<file path="src/rtl/cur_regs_pkg.sv">
`timescale 1ns/1ps
package cur_regs_pkg;
    parameter int COORD_W   = 13;
    parameter int HOT_W     = 6;
    parameter int SIZE_W    = 8;
    parameter int ADDR_W    = 40;
    parameter int PAGE_BITS = 12;
    parameter int DATA_W    = 32;
    parameter int SEL_W     = 4;
    parameter int COLOR_W   = 24;
    localparam int HI_W     = ADDR_W - DATA_W;
    localparam int LO_W     = DATA_W - PAGE_BITS;
    localparam int Y_LSB    = 16;
    localparam int HOTY_LSB = 8;
    localparam int H_LSB    = 8;

    typedef enum logic [1:0] {
        MODE_MONO     = 2'd0,
        MODE_AND_MASK = 2'd1,
        MODE_PREMUL   = 2'd2,
        MODE_STRAIGHT = 2'd3
    } cur_mode_e;

    typedef enum logic [SEL_W-1:0] {
        SEL_CTRL = 4'd0, SEL_POS  = 4'd1, SEL_HOT  = 4'd2,
        SEL_SIZE = 4'd3, SEL_COL1 = 4'd4, SEL_COL2 = 4'd5,
        SEL_AHI  = 4'd6, SEL_ALO  = 4'd7, SEL_LOCK = 4'd8
    } reg_sel_e;

    typedef enum logic [1:0] {
        CS_CLEAN = 2'd0,
        CS_HELD  = 2'd1,
        CS_WAIT  = 2'd2
    } commit_state_e;

    typedef struct packed {
        logic               enable;
        cur_mode_e          mode;
        logic               mag2x;
        logic               clamp;
        logic [COORD_W-1:0] pos_x;
        logic [COORD_W-1:0] pos_y;
        logic [HOT_W-1:0]   hot_x;
        logic [HOT_W-1:0]   hot_y;
        logic [SIZE_W-1:0]  w_m1;
        logic [SIZE_W-1:0]  h_m1;
        logic [COLOR_W-1:0] col1;
        logic [COLOR_W-1:0] col2;
        logic [HI_W-1:0]    addr_hi;
        logic [LO_W-1:0]    addr_lo;
    } cursor_cfg_t;
endpackage

</file>
<file path="src/rtl/cur_shadow_file.sv">
`timescale 1ns/1ps
module cur_shadow_file
    import cur_regs_pkg::*;
(
    input  logic              clk,
    input  logic              rst_n,
    input  logic              wr_en,
    input  logic [SEL_W-1:0]  wr_addr,
    input  logic [DATA_W-1:0] wr_data,
    input  logic [SEL_W-1:0]  rd_addr,
    input  logic              pending,
    output logic [DATA_W-1:0] rd_data,
    output cursor_cfg_t       shadow,
    output logic              lock_q,
    output logic              dirty_wr
);
    logic [HI_W-1:0] hi_stage;

    always_comb begin
        dirty_wr = 1'b0;
        if (wr_en) begin
            unique case (reg_sel_e'(wr_addr))
                SEL_CTRL, SEL_POS, SEL_HOT, SEL_SIZE,
                SEL_COL1, SEL_COL2, SEL_ALO: dirty_wr = 1'b1;
                default:                     dirty_wr = 1'b0;
            endcase
        end
    end

    always_ff @(posedge clk) begin
        if (!rst_n) begin
            shadow   <= '0;
            hi_stage <= '0;
            lock_q   <= 1'b0;
        end else if (wr_en) begin
            unique case (reg_sel_e'(wr_addr))
                SEL_CTRL: begin
                    shadow.enable <= wr_data[0];
                    shadow.mode   <= cur_mode_e'(wr_data[2:1]);
                    shadow.mag2x  <= wr_data[3];
                    shadow.clamp  <= wr_data[4];
                end
                SEL_POS: begin
                    shadow.pos_x <= wr_data[COORD_W-1:0];
                    shadow.pos_y <= wr_data[Y_LSB +: COORD_W];
                end
                SEL_HOT: begin
                    shadow.hot_x <= wr_data[HOT_W-1:0];
                    shadow.hot_y <= wr_data[HOTY_LSB +: HOT_W];
                end
                SEL_SIZE: begin
                    shadow.w_m1 <= wr_data[SIZE_W-1:0];
                    shadow.h_m1 <= wr_data[H_LSB +: SIZE_W];
                end
                SEL_COL1: shadow.col1 <= wr_data[COLOR_W-1:0];
                SEL_COL2: shadow.col2 <= wr_data[COLOR_W-1:0];
                SEL_AHI:  hi_stage    <= wr_data[HI_W-1:0];
                SEL_ALO: begin
                    shadow.addr_hi <= hi_stage;
                    shadow.addr_lo <= wr_data[DATA_W-1:PAGE_BITS];
                end
                SEL_LOCK: lock_q <= wr_data[0];
                default: ;
            endcase
        end
    end

    always_comb begin
        rd_data = '0;
        unique case (reg_sel_e'(rd_addr))
            SEL_CTRL: rd_data[4:0] = {shadow.clamp, shadow.mag2x, shadow.mode, shadow.enable};
            SEL_POS: begin
                rd_data[COORD_W-1:0]      = shadow.pos_x;
                rd_data[Y_LSB +: COORD_W] = shadow.pos_y;
            end
            SEL_HOT: begin
                rd_data[HOT_W-1:0]         = shadow.hot_x;
                rd_data[HOTY_LSB +: HOT_W] = shadow.hot_y;
            end
            SEL_SIZE: begin
                rd_data[SIZE_W-1:0]      = shadow.w_m1;
                rd_data[H_LSB +: SIZE_W] = shadow.h_m1;
            end
            SEL_COL1: rd_data[COLOR_W-1:0] = shadow.col1;
            SEL_COL2: rd_data[COLOR_W-1:0] = shadow.col2;
            SEL_AHI:  rd_data[HI_W-1:0]    = hi_stage;
            SEL_ALO:  rd_data = {shadow.addr_lo, {PAGE_BITS{1'b0}}};
            SEL_LOCK: rd_data[1:0] = {pending, lock_q};
            default:  rd_data = '0;
        endcase
    end
endmodule

</file>
<file path="src/rtl/cur_commit_fsm.sv">
`timescale 1ns/1ps
module cur_commit_fsm
    import cur_regs_pkg::*;
(
    input  logic clk,
    input  logic rst_n,
    input  logic lock_q,
    input  logic dirty_wr,
    input  logic frame_strobe,
    output logic commit,
    output logic pending
);
    commit_state_e state_q, state_d;

    always_ff @(posedge clk) begin
        if (!rst_n) state_q <= CS_CLEAN;
        else        state_q <= state_d;
    end

    always_comb begin
        state_d = state_q;
        commit  = 1'b0;
        pending = (state_q != CS_CLEAN);
        unique case (state_q)
            CS_CLEAN: begin
                if (dirty_wr) state_d = lock_q ? CS_HELD : CS_WAIT;
            end
            CS_HELD, CS_WAIT: begin
                if (!lock_q && frame_strobe) begin
                    commit  = 1'b1;
                    state_d = dirty_wr ? CS_WAIT : CS_CLEAN;
                end else begin
                    state_d = lock_q ? CS_HELD : CS_WAIT;
                end
            end
            default: state_d = CS_CLEAN;
        endcase
    end
endmodule

</file>
<file path="src/rtl/cur_active_set.sv">
`timescale 1ns/1ps
module cur_active_set
    import cur_regs_pkg::*;
(
    input  logic               clk,
    input  logic               rst_n,
    input  logic               commit,
    input  cursor_cfg_t        shadow,
    output cursor_cfg_t        act_q,
    output logic [COLOR_W-1:0] col1_eff,
    output logic [COLOR_W-1:0] col2_eff
);
    always_ff @(posedge clk) begin
        if (!rst_n)      act_q <= '0;
        else if (commit) act_q <= shadow;
    end

    always_comb begin
        if (act_q.mode == MODE_MONO) begin
            col1_eff = '0;
            col2_eff = '1;
        end else begin
            col1_eff = act_q.col1;
            col2_eff = act_q.col2;
        end
    end
endmodule

</file>
<file path="src/rtl/cursor_regbank.sv">
`timescale 1ns/1ps
module cursor_regbank
    import cur_regs_pkg::*;
(
    input  logic               clk,
    input  logic               rst_n,
    input  logic               wr_en,
    input  logic [SEL_W-1:0]   wr_addr,
    input  logic [DATA_W-1:0]  wr_data,
    input  logic [SEL_W-1:0]   rd_addr,
    output logic [DATA_W-1:0]  rd_data,
    input  logic               frame_strobe,
    output logic               cur_enable,
    output logic [1:0]         cur_mode,
    output logic               cur_mag2x,
    output logic               cur_clamp,
    output logic [COORD_W-1:0] cur_pos_x,
    output logic [COORD_W-1:0] cur_pos_y,
    output logic [HOT_W-1:0]   cur_hot_x,
    output logic [HOT_W-1:0]   cur_hot_y,
    output logic [SIZE_W-1:0]  cur_width_m1,
    output logic [SIZE_W-1:0]  cur_height_m1,
    output logic [COLOR_W-1:0] cur_color1,
    output logic [COLOR_W-1:0] cur_color2,
    output logic [ADDR_W-1:0]  cur_base_addr
);
    cursor_cfg_t shadow, act_q;
    logic        lock_q, dirty_wr, commit, pending;

    cur_shadow_file u_shadow (
        .clk(clk), .rst_n(rst_n), .wr_en(wr_en), .wr_addr(wr_addr),
        .wr_data(wr_data), .rd_addr(rd_addr), .pending(pending),
        .rd_data(rd_data), .shadow(shadow), .lock_q(lock_q), .dirty_wr(dirty_wr)
    );

    cur_commit_fsm u_fsm (
        .clk(clk), .rst_n(rst_n), .lock_q(lock_q), .dirty_wr(dirty_wr),
        .frame_strobe(frame_strobe), .commit(commit), .pending(pending)
    );

    cur_active_set u_act (
        .clk(clk), .rst_n(rst_n), .commit(commit), .shadow(shadow),
        .act_q(act_q), .col1_eff(cur_color1), .col2_eff(cur_color2)
    );

    assign cur_enable    = act_q.enable;
    assign cur_mode      = act_q.mode;
    assign cur_mag2x     = act_q.mag2x;
    assign cur_clamp     = act_q.clamp;
    assign cur_pos_x     = act_q.pos_x;
    assign cur_pos_y     = act_q.pos_y;
    assign cur_hot_x     = act_q.hot_x;
    assign cur_hot_y     = act_q.hot_y;
    assign cur_width_m1  = act_q.w_m1;
    assign cur_height_m1 = act_q.h_m1;
    assign cur_base_addr = {act_q.addr_hi, act_q.addr_lo, {PAGE_BITS{1'b0}}};
endmodule

</file>
<file path="config.mk">
export PLATFORM = sky130hd
export DESIGN_NAME = cursor_regbank
export DESIGN_NICKNAME = d
export VERILOG_FILES = /design/src/rtl/cur_regs_pkg.sv /design/src/rtl/cur_shadow_file.sv /design/src/rtl/cur_commit_fsm.sv /design/src/rtl/cur_active_set.sv /design/src/rtl/cursor_regbank.sv
export SDC_FILE = /design/constraint.sdc
export NUM_CORES = 1
export LEC_CHECK = 0
export BUFFER_PORTS_ARGS = -buffer_cell sky130_fd_sc_hd__buf_2
export CORE_MARGIN = 4
export CORE_UTILIZATION = 56
export CTS_BUF_LIST = sky130_fd_sc_hd__clkbuf_16
export DETAILED_ROUTE_END_ITERATION = 7
export PLACE_DENSITY = 0.84
export SLEW_MARGIN = 15
export SYNTH_ARGS = -nofsm -noshare
export SYNTH_HDL_FRONTEND = slang
export SYNTH_HIERARCHICAL = 1
export SYNTH_SLANG_ARGS = --single-unit
</file>
<file path="constraint.sdc">
create_clock -name clk -period 2.2 [get_ports clk]
set_clock_uncertainty 0.05 [all_clocks]
set_input_delay 0.44 -clock clk [delete_from_list [all_inputs] [get_ports clk]]
set_output_delay 0.44 -clock clk [all_outputs]
set_load 0.05 [all_outputs]
</file>
==> results of run 1 <==
==> where the power goes <==
group	switching (µW)	internal, µW	leakage (µW)
combinational	660	385	0.00295
clock	1940	2470	0.000446
sequential	41.9	5120	0.00228
total	2640	7980	0.00568
==> state kept, by name, indices dropped and copies added, names as in the netlist <==
signal / count
u_act/act_q: 135
u_shadow/shadow: 135
u_shadow/hi_stage: 8
u_fsm/state_q: 2
u_shadow/lock_q: 1
==> routing by layer <==
| layer | track usage (%) | vias up | part of all wire [%] |
|---|---|---|---|
| li1 | - | 5141 | - |
| met1 | 44.3 | 5391 | 41 |
| met2 | 48.2 | 778 | 45 |
| met3 | 5.97 | 138 | 10 |
| met4 | 11.0 | 4 | 4.2 |
| met5 | 0 | - | 0.064 |
==> tightest hold or removal path: stages <==
cell,delay [ns]
buf_2,0.10
nand3_1,0.05
a21oi_1,0.05
==> cells in the final DEF, fill, tap and decap left out, drive strengths merged, types with 2 or more instances in the layout <==
cell type | synthesis | routed
buf | 71 | 289
dfxtp | 281 | 281
nor2b | 164 | 164
a21oi | 149 | 149
o21ai | 149 | 149
mux2i | 146 | 146
nand3 | 145 | 145
clkbuf | 70 | 45
or2 | 25 | 25
a22oi | 16 | 16
inv | 7 | 14
conb | 1 | 12
clkinv | 0 | 12
nand2 | 9 | 9
nand3b | 8 | 8
mux2 | 8 | 8
a22o | 7 | 7
and2 | 7 | 7
o31ai | 7 | 7
nor2 | 7 | 7
nand2b | 6 | 6
a221o | 6 | 6
a32oi | 5 | 5
nand4b | 4 | 4
nor3b | 4 | 4
a221oi | 4 | 4
nor3 | 3 | 3
and3b | 3 | 3
nand4bb | 2 | 2
nor4b | 2 | 2
o221ai | 2 | 2
or3b | 2 | 2
mux4 | 2 | 2
o211ai | 2 | 2
a31oi | 2 | 2
ha | 2 | 2
nor4bb | 2 | 2
a21boi | 2 | 2
==> cell families (layout without fill, tap and decap cells) <==
group                      after synthesis  after routing  share of synthesized area, %
muxes                                  156            156                          12.9
adders and majority gates                2              2                         0.201
AOI/OAI and AO/OA                      356            356                          15.9
other                                    1             12                        0.0302
DFF                                    281            281                          45.3
and+or+nand+nor                        397            397                          19.1
buffers and inverters                  148            361                          6.61
==> repair_timing <==
action                                  CTS  global route
gates cloned                              1             1
setup buffers                            13             7
gates resized for setup                  81            68
pin swaps                                12            22
endpoints found under the setup margin   79            51
==> layout make-up <==
class,count,area [µm²]
Sequential cell,281,5670
Clock inverter,20,111
Timing Repair Buffer,305,2340
Tap cell,280,350
Multi-Input combinational cell,923,6270
Inverter,7,28.8
Clock buffer,29,726
Fill cell,1600,6320
==> metrics by stage <==
stage,power (µW),cells,setup slack [ns],setup TNS [ns],utilization (%)
final,10600,1845,-0.176,-0.526,71.0
after global routing,10900,1845,-0.193,-0.889,71.0
after CTS,10600,1838,-0.171,-0.382,69.7
after detailed placement,6230,1775,-0.183,-3.49,64.3
after global placement,6220,1775,-0.162,-3.16,64.3
after floorplan,5910,1352,-0.109,-0.144,-
==> worst paths after layout <==
kind,endpoint,cells after the start
worst min register to register,u_shadow/shadow[23],2
worst max register to register,u_act/act_q[107],8
worst max-delay path,rd_data[1],3
worst min-delay path,u_shadow/shadow[18],3
==> results.cfg, run 1 <==
[run_status]
result_of_the_run = finished, violations left
failed_checks = negative setup slack

[worst_setup_path]
worst_setup_path_end_kind = primary output
startpoint_of_the_worst_setup_timing_path = u_shadow/shadow[132]
worst_setup_path_start_kind = flop
critical_path_cell_with_the_highest_stage_delay = mux4_2
critPathRequiredTime_ns = 1.71
path_cells = mux4_2 -> a221o_1 -> buf_6
timing.critical_path.buf_inv = 1
worst_ep_arrival_time_ns = 1.89
ff2ff_setup_slack_ns = 0.31
path_delay_family = multiplexers
crit_path_max_fanout = 2
reg_to_reg_startpoint = u_fsm/state_q[0]
critPathKind = flop to primary output
critical-path-max-stage-delay_ns = 0.45

[logic_synthesis]
syn_area_um2 = 12400
yosys.area.top_type = dfxtp_1
synth_cells = 1341
seq_area_frac_synth_pct = 45.3
synth_enable_flop_cells = 0
postSynthRegisterBits = 281
avgSynthCellArea_um2 = 9.26
netlist.area_leader.share_pct = 45.3
synth.most_common_cell = dfxtp_1
synth_top_cells_by_count = 281 x dfxtp_1, 164 x nor2b_1, 149 x a21oi_1
synth.area.top_cells = dfxtp_1 45%, mux2i_1 12%, nor2b_1 8.3%
synth_flop_cell = dfxtp_1
synth-async-reset-ratio_pct = 0
yosys_warning_count = 6
synthDistinctLibCells = 55

[cts]
clock_tree.root_cell = clkbuf_16
cts_buffer_depth = 3
cts.htree.levels = 1
clk_pin_slew_worst_paths_ns = 0.06
clock_insertion_delay_worst_skew_ns = 0.54
cts_tree = built
holdBufCountCts = 0
numCtsBuffers = 28
cts_num_sinks = 281

[die]
core_area_um2 = 21800
floorplan.die.width_um = 157
initial_utilization_pct = 56.9
row_count = 54
die_y_um = 157
pin_count = 223
fp.dieArea_um2 = 24600

[sta]
setup-violations-final = 10
fmax_ghz = 0.421
final-hold-violation-count = 0
timing.max_slew.rel_slack_pct = 44.6
layout_min_cycle_time_ns = 2.38
rsz_0062_raised_after_global_routing = true
timing.final.max_slew_violations = 0
fin_hold_ws_ns = 0.106
period_utilisation_layout_pct = 108
worst-slew-pin-transition_ns = 0.830
final.setup.worst_slack_ns = -0.176

[placed_design]
place.gp.congestion = 0.960
portBuffers = 210
placement.cell_area_um2 = 14000
place.detailed.hpwl_um = 26800

[flow_run]
max_cap_violations = 0

[detailed_routing]
drt_first_iter_violations = 1579
wl_per_cell_um = 22.2
final_antenna_net_count = 0
totalWireLength_um = 40900
detailedRoute.firstPassIterationCount = 7
detail_route.vias_per_cell = 6.21
dr_total_vias = 11500
route.detailed.drc = 0

[finish]
finish.net_count = 1592
syn_to_final_growth_pct = 24.9
final_area_um2 = 15500
antennaDiodeCount = 0
layout-drive-gt1-share_pct = 28.0

[global_routing]
global_route.usage.total_pct = 31.4
grt_first_pass_wirelength_um = 61500
initial_antenna_violation_count = 2
largest_net_degree_at_the_start_of_global_routing = 139
grt.overflow.total = 0
first_global_vias = 10700

[power_and_ir_drop]
cellPowerDensity_nw_per_um2 = 685
ir_drop_v = 0.000591
leakage_uw = 0.00568

[worst_hold_path]
hold_class = input pin to flop
hold_path.startpoint = wr_data[30]
Note: power is estimated with default switching activity, not from simulation.
==> run 2, diff against run 1 <==
--- a/config.mk
+++ b/config.mk
@@ -7,10 +7,10 @@
 export LEC_CHECK = 0
 export BUFFER_PORTS_ARGS = -buffer_cell sky130_fd_sc_hd__buf_2
 export CORE_MARGIN = 4
-export CORE_UTILIZATION = 56
-export CTS_BUF_LIST = sky130_fd_sc_hd__clkbuf_16
+export CORE_UTILIZATION = 58
+export CTS_BUF_LIST = sky130_fd_sc_hd__clkbuf_4
 export DETAILED_ROUTE_END_ITERATION = 7
-export PLACE_DENSITY = 0.84
+export PLACE_DENSITY = 0.86
 export SLEW_MARGIN = 15
 export SYNTH_ARGS = -nofsm -noshare
 export SYNTH_HDL_FRONTEND = slang
==> run 2 against run 1 <==
Net effect:
- the flow finishes with violations (design-rule violations, negative setup slack)
- total power is 0.82% higher
- worst setup slack worse by 0.15 ns
- register-to-register slack got worse by 0.12 ns
- critical path depth unchanged
- core utilization increased by 7.8 points
- count of clock-buffer cells in the layout is 67 higher
- clock power barely moved
- worst hold slack worse by 0.085 ns
- combinational power is 6% higher
- non-clock buffer count rose by 45
- critical path type unchanged
- largest power group unchanged
==> results.cfg, run 2 (synthesized netlist as in run 1, its figures left out) <==
[power_and_ir_drop]
cellPowerDensity_nw_per_um2 = 647
p_sw_uw = 2810
power.clock.fraction_pct = 41.5
post-layout-total-power_uw = 10700
pwr-share-comb_pct = 10.4
power.share.switching_pct = 26.3
leakage_uw = 0.00616
portion_of_total_power_attributed_to_sequential_cells_pct = 48.2
internal_power_uw = 7900
ir_drop_v = 0.000494

[sta]
worst-slew-pin-transition_ns = 0.758
rsz_0062_raised_after_global_routing = true
fmax_ghz = 0.395
period_utilisation_layout_pct = 115
final-hold-violation-count = 0
timing.final.max_slew_violations = 0
setup-violations-final = 44
layout_min_cycle_time_ns = 2.53
timing.max_slew.rel_slack_pct = 49.4
fin_hold_ws_ns = 0.0213
final.setup.worst_slack_ns = -0.329

[worst_setup_path]
critPathKind = flop to primary output
worst_setup_path_end_kind = primary output
critPathRequiredTime_ns = 1.71
worst_setup_path_start_kind = flop
r2r.worst_path.cells = 8
worst_ep_arrival_time_ns = 2.04
reg_to_reg_startpoint = u_fsm/state_q[0]
critical_path.reg2reg.endpoint = u_act/act_q[130]
ff2ff_setup_slack_ns = 0.19
crit_path_max_fanout = 2

[detailed_routing]
final_antenna_net_count = 0
detailedRoute.firstPassIterationCount = 8
dr_total_vias = 12400
route.detailed.drc = 1
detail_route.vias_per_cell = 6.35
wl_per_cell_um = 22.8
totalWireLength_um = 44600
drt_first_iter_violations = 2181

[cts]
cts_tree = built
cts_buffer_depth = 3
clock_tree.root_cell = clkbuf_4
cts.htree.levels = 3
numCtsBuffers = 71
clk_pin_slew_worst_paths_ns = 0.08
cts_num_sinks = 281
clock_insertion_delay_worst_skew_ns = 0.68

[finish]
combined_area_of_the_multi_input_logic_cells_um2 = 6480
largestRegisters = u_act/act_q: 135 flops, u_shadow/shadow: 135 flops, u_shadow/hi_stage: 8 flops
fillCellCount = 1229
layout-drive-gt1-share_pct = 34.8
final_area_um2 = 16600
final_common_cell = dfxtp_1
seq_area_um2 = 5700
finish.net_count = 1680
syn_to_final_growth_pct = 33.4
most-common-layout-cells = 236 x dfxtp_1, 147 x a21oi_1, 145 x mux2i_1

[die]
row_count = 53
core_area_um2 = 21000
pin_count = 223
floorplan.die.width_um = 154
die_y_um = 154
initial_utilization_pct = 59.1
fp.dieArea_um2 = 23800

[global_routing]
global_route.usage.total_pct = 34.4
first_global_vias = 11900
grt_first_pass_wirelength_um = 66000
grt.overflow.total = 0
initial_antenna_violation_count = 3
largest_net_degree_at_the_start_of_global_routing = 96

[worst_hold_path]
hold_class = input pin to flop
whs_endpoint = u_shadow/shadow[5]
holdPathStages = 3
hold_path.startpoint = wr_data[17]

[placed_design]
place.detailed.hpwl_um = 26300
placement.cell_area_um2 = 14000
place.gp.congestion = 0.996
portBuffers = 210

[run_status]
result_of_the_run = finished, violations left
failed_checks = design-rule violations, negative setup slack

[flow_run]
max_cap_violations = 0
-- run 2: timing repair --
action / 4_1_cts / 5_1_grt
setup endpoints to repair: 80 / 78
hold buffers: 18 / 0
cloned: 4 / 5
gates resized for setup: 225 / 118
setup buffers: 33 / 11
endpoints found under the hold margin: 40 / 0
pin swaps: 20 / 14
-- run 2: layer usage --
| layer | vias to the layer above | routed length (µm) | share of wire (%) | global-route usage, % |
|---|---|---|---|---|
| li1 | 5344 | - | - | - |
| met1 | 5836 | 16200 | 36 | 44.3 |
| met2 | 1017 | 20400 | 46 | 53.9 |
| met3 | 196 | 5560 | 12 | 8.59 |
| met4 | 0 | 2350 | 5.3 | 17.5 |
| met5 | - | 0 | 0 | 0 |
-- run 2: power by group through the flow --
stage / registers (µW) / clock network [µW] / logic [µW]
finish: 5160 / 4440 / 1110
global route: 5160 / 4740 / 1140
CTS: 5160 / 4440 / 1040
detailed placement: 5280 / 0 / 948
global placement: 5280 / 0 / 934
floorplan: 5270 / 0 / 643
-- run 2: per-stage QoR --
stage	cells	worst slack, ns	setup TNS, ns	utilization, %
finish	1951	-0.329	-2.70	78.8
global route	1951	-0.349	-4.76	78.8
CTS	1935	-0.330	-2.49	76.2
detailed placement	1769	-0.185	-4.54	66.4
global placement	1769	-0.158	-3.57	66.4
floorplan	1352	-0.109	-0.144	-
-- run 2: critical path, cell delays in order, from the launching register on --
cell     delay [ns]
dfxtp_2        0.33
mux4_2         0.48
a221o_1        0.38
buf_6          0.17
-- run 2: worst max-delay path by stage --
| stage | startpoint | end | slack [ns] | depth (start not counted) |
|---|---|---|---|---|
| finish | u_shadow/shadow[28] | rd_data[0] | -0.33 | 3 |
| global route | u_shadow/shadow[28] | rd_data[0] | -0.35 | 3 |
| CTS | u_shadow/shadow[53] | rd_data[1] | -0.33 | 3 |
| detailed placement | rd_addr[2] | rd_data[1] | -0.19 | 4 |
| global placement | rd_addr[2] | rd_data[13] | -0.16 | 6 |
| floorplan | rd_addr[2] | rd_data[5] | -0.11 | 6 |
-- run 2: final cells by class --
cell class	count	area share (%)
inverters	7	0.174
diodes	3	0.0453
repair buffers	350	19.0
multi-input cells	923	39.1
clock inverters	16	0.868
flip-flops and latches	281	34.4
well taps	275	2.08
clock buffers	96	4.35
==> run 3, diff against run 2 <==
--- a/config.mk
+++ b/config.mk
@@ -7,10 +7,10 @@
 export LEC_CHECK = 0
 export BUFFER_PORTS_ARGS = -buffer_cell sky130_fd_sc_hd__buf_2
 export CORE_MARGIN = 4
-export CORE_UTILIZATION = 58
+export CORE_UTILIZATION = 45
 export CTS_BUF_LIST = sky130_fd_sc_hd__clkbuf_4
 export DETAILED_ROUTE_END_ITERATION = 7
-export PLACE_DENSITY = 0.86
+export PLACE_DENSITY = 0.71
 export SLEW_MARGIN = 15
 export SYNTH_ARGS = -nofsm -noshare
 export SYNTH_HDL_FRONTEND = slang
==> run 3 against run 2 <==
Net effect:
- the flow finishes with violations (negative setup slack)
- total power rose by 2.8%
- combinational power barely moved
- cell count is 4.6% higher
- worst setup slack improved by 0.019 ns
- first-iteration DRC count decreased by 37%
- die area rose by 27%
- via count is 4.9% lower
- register-to-register slack improved by 0.15 ns
- sequential power is essentially flat
- sequential share of layout area shrank 0.47 points
- critical path depth stayed put
- non-clock buffer count up 9
- largest cell class unchanged
- largest power group unchanged
==> results.cfg, run 3 (synthesized netlist as in run 1, its figures left out) <==
[run_status]
result_of_the_run = finished, violations left
failed_checks = negative setup slack

[worst_setup_path]
worst_setup_path_end_kind = primary output
startpoint_of_the_worst_setup_timing_path = u_shadow/shadow[117]
critPathKind = flop to primary output
worst_ep_arrival_time_ns = 2.02
crit_path_max_fanout = 2
critPathRequiredTime_ns = 1.71
worst_setup_path_start_kind = flop
reg_to_reg_startpoint = u_fsm/state_q[0]

[sta]
rsz_0062_raised_after_global_routing = true
fmax_ghz = 0.398
final.setup.worst_slack_ns = -0.310
timing.max_slew.rel_slack_pct = 48.2
final-hold-violation-count = 0
fin_hold_ws_ns = 0.0416
period_utilisation_layout_pct = 114
setup-violations-final = 41
worst-slew-pin-transition_ns = 0.776
timing.final.max_slew_violations = 0
layout_min_cycle_time_ns = 2.51

[power_and_ir_drop]
pwr-share-comb_pct = 10.1
post-layout-total-power_uw = 11000
ir_drop_v = 0.000437
power.share.switching_pct = 26.0
portion_of_total_power_attributed_to_sequential_cells_pct = 46.9
p_sw_uw = 2860
power.clock.fraction_pct = 43.0
cellPowerDensity_nw_per_um2 = 655
leakage_uw = 0.00628
internal_power_uw = 8150

[die]
initial_utilization_pct = 45.9
row_count = 60
die_y_um = 174
pin_count = 223
fp.dieArea_um2 = 30300
core_area_um2 = 27000
floorplan.die.width_um = 174

[worst_hold_path]
hold_class = input pin to flop
hold_path.startpoint = frame_strobe

[detailed_routing]
wl_per_cell_um = 21.5
totalWireLength_um = 43900
detailedRoute.firstPassIterationCount = 5
detail_route.vias_per_cell = 5.77
final_antenna_net_count = 0
route.detailed.drc = 0
drt_first_iter_violations = 1371
dr_total_vias = 11800

[cts]
cts.htree.levels = 3
numCtsBuffers = 77
cts_buffer_depth = 3
cts_tree = built
clk_pin_slew_worst_paths_ns = 0.07
clock_tree.root_cell = clkbuf_4
cts_num_sinks = 281
clock_insertion_delay_worst_skew_ns = 0.68

[finish]
layout-drive-gt1-share_pct = 35.6
largestRegisters = u_act/act_q: 135 flops, u_shadow/shadow: 135 flops, u_shadow/hi_stage: 8 flops
finish.net_count = 1695
syn_to_final_growth_pct = 35.3
post_layout_nonfiller_instances = 2041
final_core_util_pct = 62.2
most-common-layout-cells = 237 x dfxtp_1, 147 x nor2b_1, 147 x a21oi_1
final_common_cell = dfxtp_1

[global_routing]
global_route.usage.total_pct = 27.6
first_global_vias = 11400
grt_first_pass_wirelength_um = 66700
largest_net_degree_at_the_start_of_global_routing = 85
initial_antenna_violation_count = 1
grt.overflow.total = 0

[placed_design]
place.gp.congestion = 0.972
portBuffers = 210
numPlacedInstances = 1849
place.detailed.hpwl_um = 28700

[flow_run]
max_cap_violations = 0
[run 3: final cells by class]
type	count	area [µm²]
clock inverter	14	109
antenna	1	2.50
clock buffer	115	863
tap	341	427
multi-input combinational	923	6520
inverter	7	28.8
fill	2253	10200
timing repair buffer	359	3160
sequential	281	5700
[run 3: through the flow]
| step | cell area [µm²] | setup WS [ns] | TNS (ns) |
|---|---|---|---|
| 2_1_floorplan | 12600 | -0.109 | -0.144 |
| 3_3_place_gp | 14200 | -0.224 | -4.52 |
| 3_5_place_dp | 14200 | -0.202 | -4.55 |
| 4_1_cts | 16500 | -0.347 | -5.23 |
| 5_1_grt | 16800 | -0.341 | -6.74 |
| 6_report | 16800 | -0.310 | -2.48 |
[run 3: metal layers]
metal	GRT usage, %	vias to the layer above	part of all wire [%]
met5	0	-	0
met4	10.6	0	3.6
met3	5.83	104	9.4
met2	43.2	702	45
met1	37.4	5588	42
li1	-	5386	-
[run 3: power groups by stage]
stage / clock network [µW] / logic, µW / registers, µW
2_1_floorplan: 0 / 643 / 5270
3_3_place_gp: 0 / 972 / 5280
3_5_place_dp: 0 / 979 / 5280
4_1_cts: 4820 / 1070 / 5160
5_1_grt: 5150 / 1160 / 5160
6_report: 4740 / 1110 / 5160
[run 3: timing repair]
item                                   4_1_cts  5_1_grt
hold buffers                                20        0
pin swaps                                   20       19
setup endpoints to repair                   80       79
gates cloned                                 6        2
gates resized for setup                    262       80
endpoints found under the hold margin       40        0
buffers inserted                            29       10
[run 3: path summary, 6_finish.rpt]
| kind | end | slack, ns | cells after the start |
|---|---|---|---|
| setup / recovery | rd_data[0] | -0.31 | 3 |
| hold / removal | u_fsm/state_q[1] | 0.04 | 3 |
| setup reg to reg | u_act/act_q[53] | 0.34 | 8 |
| hold reg to reg | u_shadow/shadow[27] | 0.43 | 2 |
[run 3: worst max-delay path, stage by stage, from the launching register on]
cell,delay [ns]
dfxtp_2,0.34
mux4_2,0.47
a221o_1,0.37
buf_6,0.17
